## config.mk

```make
export PLATFORM = sky130hd
export DESIGN_NAME = hostmem_port
export DESIGN_NICKNAME = d
export VERILOG_FILES = /design/src/rtl/hostmem_pkg.sv /design/src/rtl/hostmem_sync.sv /design/src/rtl/hostmem_ptr.sv /design/src/rtl/hostmem_engine.sv /design/src/rtl/hostmem_port.sv
export SDC_FILE = /design/constraint.sdc
export NUM_CORES = 1
export LEC_CHECK = 0
export CAP_MARGIN = 15
export CORE_ASPECT_RATIO = 0.8
export CORE_MARGIN = 1
export CORE_UTILIZATION = 54
export CTS_CLUSTER_DIAMETER = 200
export CTS_CLUSTER_SIZE = 10
export DETAILED_ROUTE_END_ITERATION = 10
export GPL_TIMING_DRIVEN = 0
export PLACE_DENSITY_LB_ADDON = 0.12
export SLEW_MARGIN = 25
export SYNTH_ARGS = -nofsm -noshare
export SYNTH_HDL_FRONTEND = slang
export SYNTH_SLANG_ARGS = --single-unit
```

## constraint.sdc

```tcl
create_clock -name clk -period 5.84 [get_ports clk]
set_clock_uncertainty 0.1 [all_clocks]
set_input_delay 0.584 -clock clk [delete_from_list [all_inputs] [get_ports clk]]
set_output_delay 0.584 -clock clk [all_outputs]
set_load 0.02 [all_outputs]
```

## src/rtl/hostmem_pkg.sv

```systemverilog
package hostmem_pkg;

    typedef enum logic [1:0] {
        ST_IDLE,
        ST_WR_REQ,
        ST_RD_REQ,
        ST_RD_CAP
    } hm_state_t;

    typedef struct packed {
        logic al_fall;
        logic wr_rise;
        logic rd_rise;
        logic rd_level;
    } hm_evt_t;

    function automatic logic in_ctrl_window(input logic [13:0] addr, input int limit);
        return int'(addr) >= limit;
    endfunction

endpackage

```

## src/rtl/hostmem_sync.sv

```systemverilog
module hostmem_sync
    import hostmem_pkg::*;
#(
    parameter int STAGES = 2
) (
    input  logic    clk,
    input  logic    rst,
    input  logic    h_latch,
    input  logic    h_sel,
    input  logic    h_rd,
    input  logic    h_wr,
    output hm_evt_t evt
);
    localparam int NSIG = 3;

    logic [NSIG-1:0] raw;
    logic [NSIG-1:0] chain [STAGES];
    logic [NSIG-1:0] prev;
    logic [NSIG-1:0] lvl;

    assign raw = {h_latch, h_sel & h_wr, h_sel & h_rd};

    genvar g;
    generate
        for (g = 0; g < STAGES; g++) begin : g_stage
            always_ff @(posedge clk) begin
                if (rst) chain[g] <= '0;
                else if (g == 0) chain[g] <= raw;
                else chain[g] <= chain[(g == 0) ? 0 : g-1];
            end
        end
    endgenerate

    assign lvl = chain[STAGES-1];

    always_ff @(posedge clk) begin
        if (rst) prev <= '0;
        else prev <= lvl;
    end

    assign evt.al_fall  = prev[2] & ~lvl[2];
    assign evt.wr_rise  = lvl[1] & ~prev[1];
    assign evt.rd_rise  = lvl[0] & ~prev[0];
    assign evt.rd_level = lvl[0];

endmodule

```

## src/rtl/hostmem_ptr.sv

```systemverilog
module hostmem_ptr #(
    parameter int ADDR_W = 14
) (
    input  logic              clk,
    input  logic              rst,
    input  logic              load,
    input  logic [ADDR_W-1:0] load_addr,
    input  logic              load_pm,
    input  logic              inc,
    output logic [ADDR_W-1:0] addr,
    output logic              pm
);
    always_ff @(posedge clk) begin
        if (rst) begin
            addr <= '0;
            pm   <= 1'b0;
        end else if (load) begin
            addr <= load_addr;
            pm   <= load_pm;
        end else if (inc) begin
            addr <= addr + 1'b1;
        end
    end

    a_r2_load_captures: assert property (@(posedge clk) disable iff (rst)
        load |=> (addr == $past(load_addr) && pm == $past(load_pm)));

    a_r4_inc_by_one: assert property (@(posedge clk) disable iff (rst)
        (inc && !load) |=> (addr == $past(addr) + 1'b1 && $stable(pm)));

endmodule

```

## src/rtl/hostmem_engine.sv

```systemverilog
module hostmem_engine
    import hostmem_pkg::*;
#(
    parameter int ADDR_W = 14,
    parameter int BUS_W  = 16,
    parameter int WORD_W = 24,
    parameter int LIMIT  = 16352
) (
    input  logic              clk,
    input  logic              rst,
    input  hm_evt_t           evt,
    input  logic [BUS_W-1:0]  bus_in,
    input  logic [ADDR_W-1:0] addr,
    input  logic              pm,
    output logic              ptr_load,
    output logic              ptr_inc,
    output logic [BUS_W-1:0]  bus_out,
    output logic              ack,
    output logic              mem_req,
    output logic              mem_we,
    output logic [WORD_W-1:0] mem_wdata,
    input  logic              mem_gnt,
    input  logic [WORD_W-1:0] mem_rdata
);
    localparam int LOW_W = WORD_W - BUS_W;

    hm_state_t         state;
    logic              half;
    logic              wr_pend, rd_pend;
    logic [BUS_W-1:0]  wbuf, hold;
    logic [WORD_W-1:0] pf;
    logic              pf_valid;

    wire idle      = (state == ST_IDLE);
    wire do_load   = idle && evt.al_fall;
    wire wr_go     = idle && !evt.al_fall && wr_pend;
    wire rd_go     = idle && !evt.al_fall && !wr_pend && rd_pend && pf_valid;
    wire wr_first  = pm && !half;
    wire wr_block  = !pm && in_ctrl_window(addr, LIMIT);

    assign ptr_load = do_load;
    assign ptr_inc  = (wr_go && !wr_first && wr_block)
                    || (rd_go && !(pm && !half))
                    || (state == ST_WR_REQ && mem_gnt);

    assign mem_req   = (state == ST_WR_REQ) || (state == ST_RD_REQ);
    assign mem_we    = (state == ST_WR_REQ);
    assign mem_wdata = pm ? {hold, wbuf[LOW_W-1:0]} : {{LOW_W{1'b0}}, wbuf};
    assign ack       = idle && !wr_pend && !rd_pend;

    always_ff @(posedge clk) begin
        if (rst) begin
            state    <= ST_IDLE;
            half     <= 1'b0;
            wr_pend  <= 1'b0;
            rd_pend  <= 1'b0;
            wbuf     <= '0;
            hold     <= '0;
            pf       <= '0;
            pf_valid <= 1'b0;
            bus_out  <= '0;
        end else begin
            if (evt.wr_rise) begin
                wr_pend <= 1'b1;
                wbuf    <= bus_in;
            end
            if (evt.rd_rise) rd_pend <= 1'b1;

            unique case (state)
                ST_IDLE: begin
                    if (do_load) begin
                        half     <= 1'b0;
                        pf_valid <= 1'b0;
                        state    <= ST_RD_REQ;
                    end else if (wr_pend) begin
                        if (wr_first) begin
                            hold    <= wbuf;
                            half    <= 1'b1;
                            wr_pend <= 1'b0;
                        end else if (wr_block) begin
                            wr_pend  <= 1'b0;
                            pf_valid <= 1'b0;
                        end else begin
                            state <= ST_WR_REQ;
                        end
                    end else if (rd_pend) begin
                        if (!pf_valid) begin
                            state <= ST_RD_REQ;
                        end else if (pm && !half) begin
                            bus_out <= pf[WORD_W-1:LOW_W];
                            half    <= 1'b1;
                            rd_pend <= 1'b0;
                        end else begin
                            bus_out  <= pm ? {{(BUS_W-LOW_W){1'b0}}, pf[LOW_W-1:0]}
                                           : pf[BUS_W-1:0];
                            half     <= 1'b0;
                            rd_pend  <= 1'b0;
                            pf_valid <= 1'b0;
                            state    <= ST_RD_REQ;
                        end
                    end
                end
                ST_WR_REQ: if (mem_gnt) begin
                    half     <= 1'b0;
                    wr_pend  <= 1'b0;
                    pf_valid <= 1'b0;
                    state    <= ST_IDLE;
                end
                ST_RD_REQ: if (mem_gnt) state <= ST_RD_CAP;
                ST_RD_CAP: begin
                    pf       <= mem_rdata;
                    pf_valid <= 1'b1;
                    state    <= ST_IDLE;
                end
                default: state <= ST_IDLE;
            endcase
        end
    end

    // a waiting request holds its address, type and direction
    a_r8_req_held: assert property (@(posedge clk) disable iff (rst)
        (mem_req && !mem_gnt) |=> (mem_req && $stable(addr) && $stable(mem_we) && $stable(pm)));

    a_r7_no_ctrl_write: assert property (@(posedge clk) disable iff (rst)
        (mem_req && mem_we && !pm) |-> (int'(addr) < LIMIT));

    a_r9_ack_low_on_req: assert property (@(posedge clk) disable iff (rst)
        mem_req |-> !ack);

    // the first half of a program write never reaches memory
    a_r5_first_half_quiet: assert property (@(posedge clk) disable iff (rst)
        (wr_go && wr_first) |=> !mem_req);

endmodule

```

## src/rtl/hostmem_port.sv

```systemverilog
module hostmem_port
    import hostmem_pkg::*;
#(
    parameter int ADDR_W    = 14,
    parameter int BUS_W     = 16,
    parameter int WORD_W    = 24,
    parameter int CTRL_REGS = 32,
    parameter int SYNC_FF   = 2
) (
    input  logic              clk,
    input  logic              rst,
    input  logic [BUS_W-1:0]  h_bus_in,
    output logic [BUS_W-1:0]  h_bus_out,
    output logic              h_bus_oe,
    input  logic              h_latch,
    input  logic              h_sel,
    input  logic              h_rd,
    input  logic              h_wr,
    output logic              h_ack,
    output logic              mem_req,
    output logic              mem_we,
    output logic              mem_pm,
    output logic [ADDR_W-1:0] mem_addr,
    output logic [WORD_W-1:0] mem_wdata,
    input  logic              mem_gnt,
    input  logic [WORD_W-1:0] mem_rdata
);
    localparam int LIMIT = (1 << ADDR_W) - CTRL_REGS;

    hm_evt_t           evt;
    logic              ptr_load, ptr_inc;
    logic [ADDR_W-1:0] addr;
    logic              pm;

    hostmem_sync #(.STAGES(SYNC_FF)) u_sync (
        .clk(clk), .rst(rst), .h_latch(h_latch), .h_sel(h_sel),
        .h_rd(h_rd), .h_wr(h_wr), .evt(evt)
    );

    hostmem_ptr #(.ADDR_W(ADDR_W)) u_ptr (
        .clk(clk), .rst(rst), .load(ptr_load),
        .load_addr(h_bus_in[ADDR_W-1:0]), .load_pm(h_bus_in[ADDR_W]),
        .inc(ptr_inc), .addr(addr), .pm(pm)
    );

    hostmem_engine #(
        .ADDR_W(ADDR_W), .BUS_W(BUS_W), .WORD_W(WORD_W), .LIMIT(LIMIT)
    ) u_eng (
        .clk(clk), .rst(rst), .evt(evt), .bus_in(h_bus_in),
        .addr(addr), .pm(pm), .ptr_load(ptr_load), .ptr_inc(ptr_inc),
        .bus_out(h_bus_out), .ack(h_ack), .mem_req(mem_req), .mem_we(mem_we),
        .mem_wdata(mem_wdata), .mem_gnt(mem_gnt), .mem_rdata(mem_rdata)
    );

    assign h_bus_oe = evt.rd_level;
    assign mem_pm   = pm;
    assign mem_addr = addr;

    // nothing requested or driven right after reset
    a_r1_reset_quiet: assert property (@(posedge clk)
        $past(rst) |-> (!mem_req && h_ack && !h_bus_oe));

endmodule

```

==> results.json <==
{
  "status": "finished, final reports clean",
  "dr.pass1.iters": 4,
  "post-cts-setup-buffers": 0,
  "synth_top_cell_by_area": "dfxtp_1",
  "antenna_found_initial": 0,
  "fmax_ghz": 0.325,
  "clk_transition_reported_paths_ps": 100,
  "ios": 106,
  "synth.net_count": 587,
  "min_to": "u_sync.chain[1][2]$_SDFF_PP0_",
  "crit_fanout": 10,
  "cts_hold_buf": 0,
  "endpoint_kind": "output pin",
  "grt_pass1_vias": 3871,
  "tns_ps": 0,
  "async_flop_share": 0,
  "die_area_mm2": 0.00873,
  "ant_nets": 0,
  "critPathArrivalTime_ps": 2400,
  "drv_cap": 0,
  "clockBufferDepth": 2,
  "p_per_area_mw_per_mm2": 230,
  "h-tree-depth": 3,
  "worst_pin_slew_ps": 824,
  "initial_core_util": 0.563,
  "hold_viol": 0,
  "place_hpwl_mm": 8.93,
  "reg2reg_slack_ps": 3350,
  "drt_iter0_markers": 270,
  "path_class": "flop to output pin",
  "worst_r2r_path_depth": 8,
  "routed_via_density": 5.53,
  "timing.final.crit_share": 0.527,
  "die_h_um": 83.8,
  "synth-edff-count": 0,
  "grt_setup_unrepaired": "no",
  "ys_types": 44,
  "synth_seq_cells": 102,
  "leakage_nw": 1.99,
  "cts_tree": "built",
  "finalCriticalPeriod_ps": 3080,
  "wl_mm": 11.9,
  "min_path_cells": 1,
  "grt_pass1_wl_mm": 19.3,
  "grt_overflow_total": 0,
  "grt.total_usage": 0.280,
  "required_ps": 5160,
  "finalNetCount": 702,
  "syn_inst": 533,
  "synth_seq_area_share": 0.452,
  "finalSetupViolations": 0,
  "startpoint_type": "flop",
  "io_buffers": 104,
  "clk_latency_ps": 370,
  "cts_resized": 0,
  "syn_area_mm2": 0.00452,
  "yosys_most_used_dff": "dfxtp_1",
  "hold_start": "u_sync.chain[0][2]$_SDFF_PP0_",
  "drcViolationCount": 0,
  "yosys_warnings": 0,
  "cts_made_buffers": 9,
  "grt_max_degree": 19,
  "syn_area_per_cell_um2": 8.47,
  "drive_gt1_frac": 0.0736,
  "gp_congestion": 0.896,
  "cpPeakStageDelay_ps": 540,
  "die_x_um": 104,
  "antenna_cells": 0,
  "hp-class": "flop to flop",
  "dr_total_vias": 4199,
  "coreArea_mm2": 0.00802,
  "crit-reg2reg-capture": "u_ptr.addr[3]$_SDFFE_PP0P_",
  "synth_top_area_frac": 0.452,
  "cp_slowest_cell": "clkdlybuf4s50_1",
  "clock-sinks": 102,
  "slew_violations": 0,
  "ys_top_cells_by_area": "dfxtp_1 (45%), mux2i_1 (8.0%), a21oi_1 (7.1%), nand2_1 (6.7%), nor2_1 (4.8%)",
  "num_rows": 29,
  "relSlewSlack": 0.447,
  "area_growth_pct": 30.1,
  "root_buffer": "clkbuf_8",
  "wire_per_inst_um": 15.6,
  "ir_drop_uv": 187,
  "r2r-start": "u_eng.state[0]$_SDFFE_PP0P_",
  "whs_ps": 349,
  "worstPathCellList": "buf_2 -> buf_1 -> mux2_2 -> clkdlybuf4s50_1"
}
-- state kept, by name, summed over array words and instances, names as in the netlist --
signal	flops
u_eng.half	1
u_eng.pf	24
u_ptr.addr	14
u_sync.chain	6
u_eng.hold	16
u_ptr.pm	1
u_eng.rd_pend	1
u_eng.state	2
u_eng.wbuf	16
u_eng.bus_out	16
u_sync.prev	3
u_eng.pf_valid	1
u_eng.wr_pend	1
-- metal layers --
metal / up-vias / share of wire / global-route usage
met4: 0 / 0.016 / 0.0870
met2: 176 / 0.44 / 0.431
met1: 1963 / 0.47 / 0.394
met3: 14 / 0.070 / 0.0570
met5: - / 0 / 0
li1: 2046 / - / -
-- how the worst max path moves through the flow --
stage / cells after the start / end / start / slack (ps)
after floorplan: 3 / mem_wdata[10] / u_ptr.pm$_SDFFE_PP0P_ / 3770
after global placement: 4 / mem_wdata[11] / u_ptr.pm$_SDFFE_PP0P_ / 3200
after detailed placement: 4 / mem_wdata[11] / u_ptr.pm$_SDFFE_PP0P_ / 3160
after CTS: 4 / mem_wdata[11] / u_ptr.pm$_SDFFE_PP0P_ / 2740
after global routing: 4 / mem_wdata[11] / u_ptr.pm$_SDFFE_PP0P_ / 2650
final: 4 / mem_wdata[11] / u_ptr.pm$_SDFFE_PP0P_ / 2760
-- cell usage after synthesis (all sizes together), types with 3 or more instances --
cell type,count
dfxtp,102
nand2,80
a21oi,64
nor2,58
mux2i,36
clkbuf,26
a211oi,20
buf,18
nor2b,18
and2,12
o21ai,12
inv,9
nand3,9
mux2,8
a31oi,7
ha,7
nor3,5
or2,5
nand2b,4
a21o,3
and3,3
nand4,3
-- worst max-delay path: cells and delay by family, from the launching register on --
family	cells	cell delay, ps
buf+inv	3	1250
mux	1	410
flops	1	360
-- logic make-up after synthesis --
| family | count (synthesis) | share of synthesized area |
|---|---|---|
| AOI/OAI and AO/OA | 119 | 0.160 |
| buffers and inverters | 53 | 0.0529 |
| and+or+nand+nor | 208 | 0.216 |
| muxes | 44 | 0.0998 |
| DFF | 102 | 0.452 |
| adders and majority gates | 7 | 0.0194 |
-- through the flow --
step | instances | util | worst slack [ps] | power, W | instance area (um^2)
final | 760 | 0.732 | 2760 | 0.00135 | 5870
after global routing | 760 | 0.732 | 2650 | 0.00140 | 5870
after CTS | 760 | 0.732 | 2740 | 0.00135 | 5870
after detailed placement | 745 | 0.710 | 3160 | 0.000950 | 5690
after global placement | 745 | 0.710 | 3200 | 0.000945 | 5690
after floorplan | 533 | - | 3770 | 0.000859 | 4520
-- final cells by class --
cell class,count,area [um^2]
clock buffers,9,124
plain buffers,44,205
well taps,108,135
multi-input cells,378,2230
inverters,9,33.8
clock inverters,6,57.6
fillers,649,2150
flip-flops and latches,102,2040
repair buffers,104,1040
-- layout by cell type (no fill, tap or decap), types with 12 or more instances in the layout --
cell and n:
clkbuf_1 26, nand2_1 80, o21ai_0 12, nor2_1 58, mux2i_1 36, dfxtp_1 102, and2_1 12, a211oi_1 20
clkdlybuf4s50_1 104, nor2b_1 18, a21oi_1 64
-- report_power, final --
group          internal, W  switching (W)
logic            0.0000985       0.000118
registers         0.000708      0.0000134
clock network     0.000160       0.000253
total             0.000967       0.000385
(Power assumes the default switching activity.)
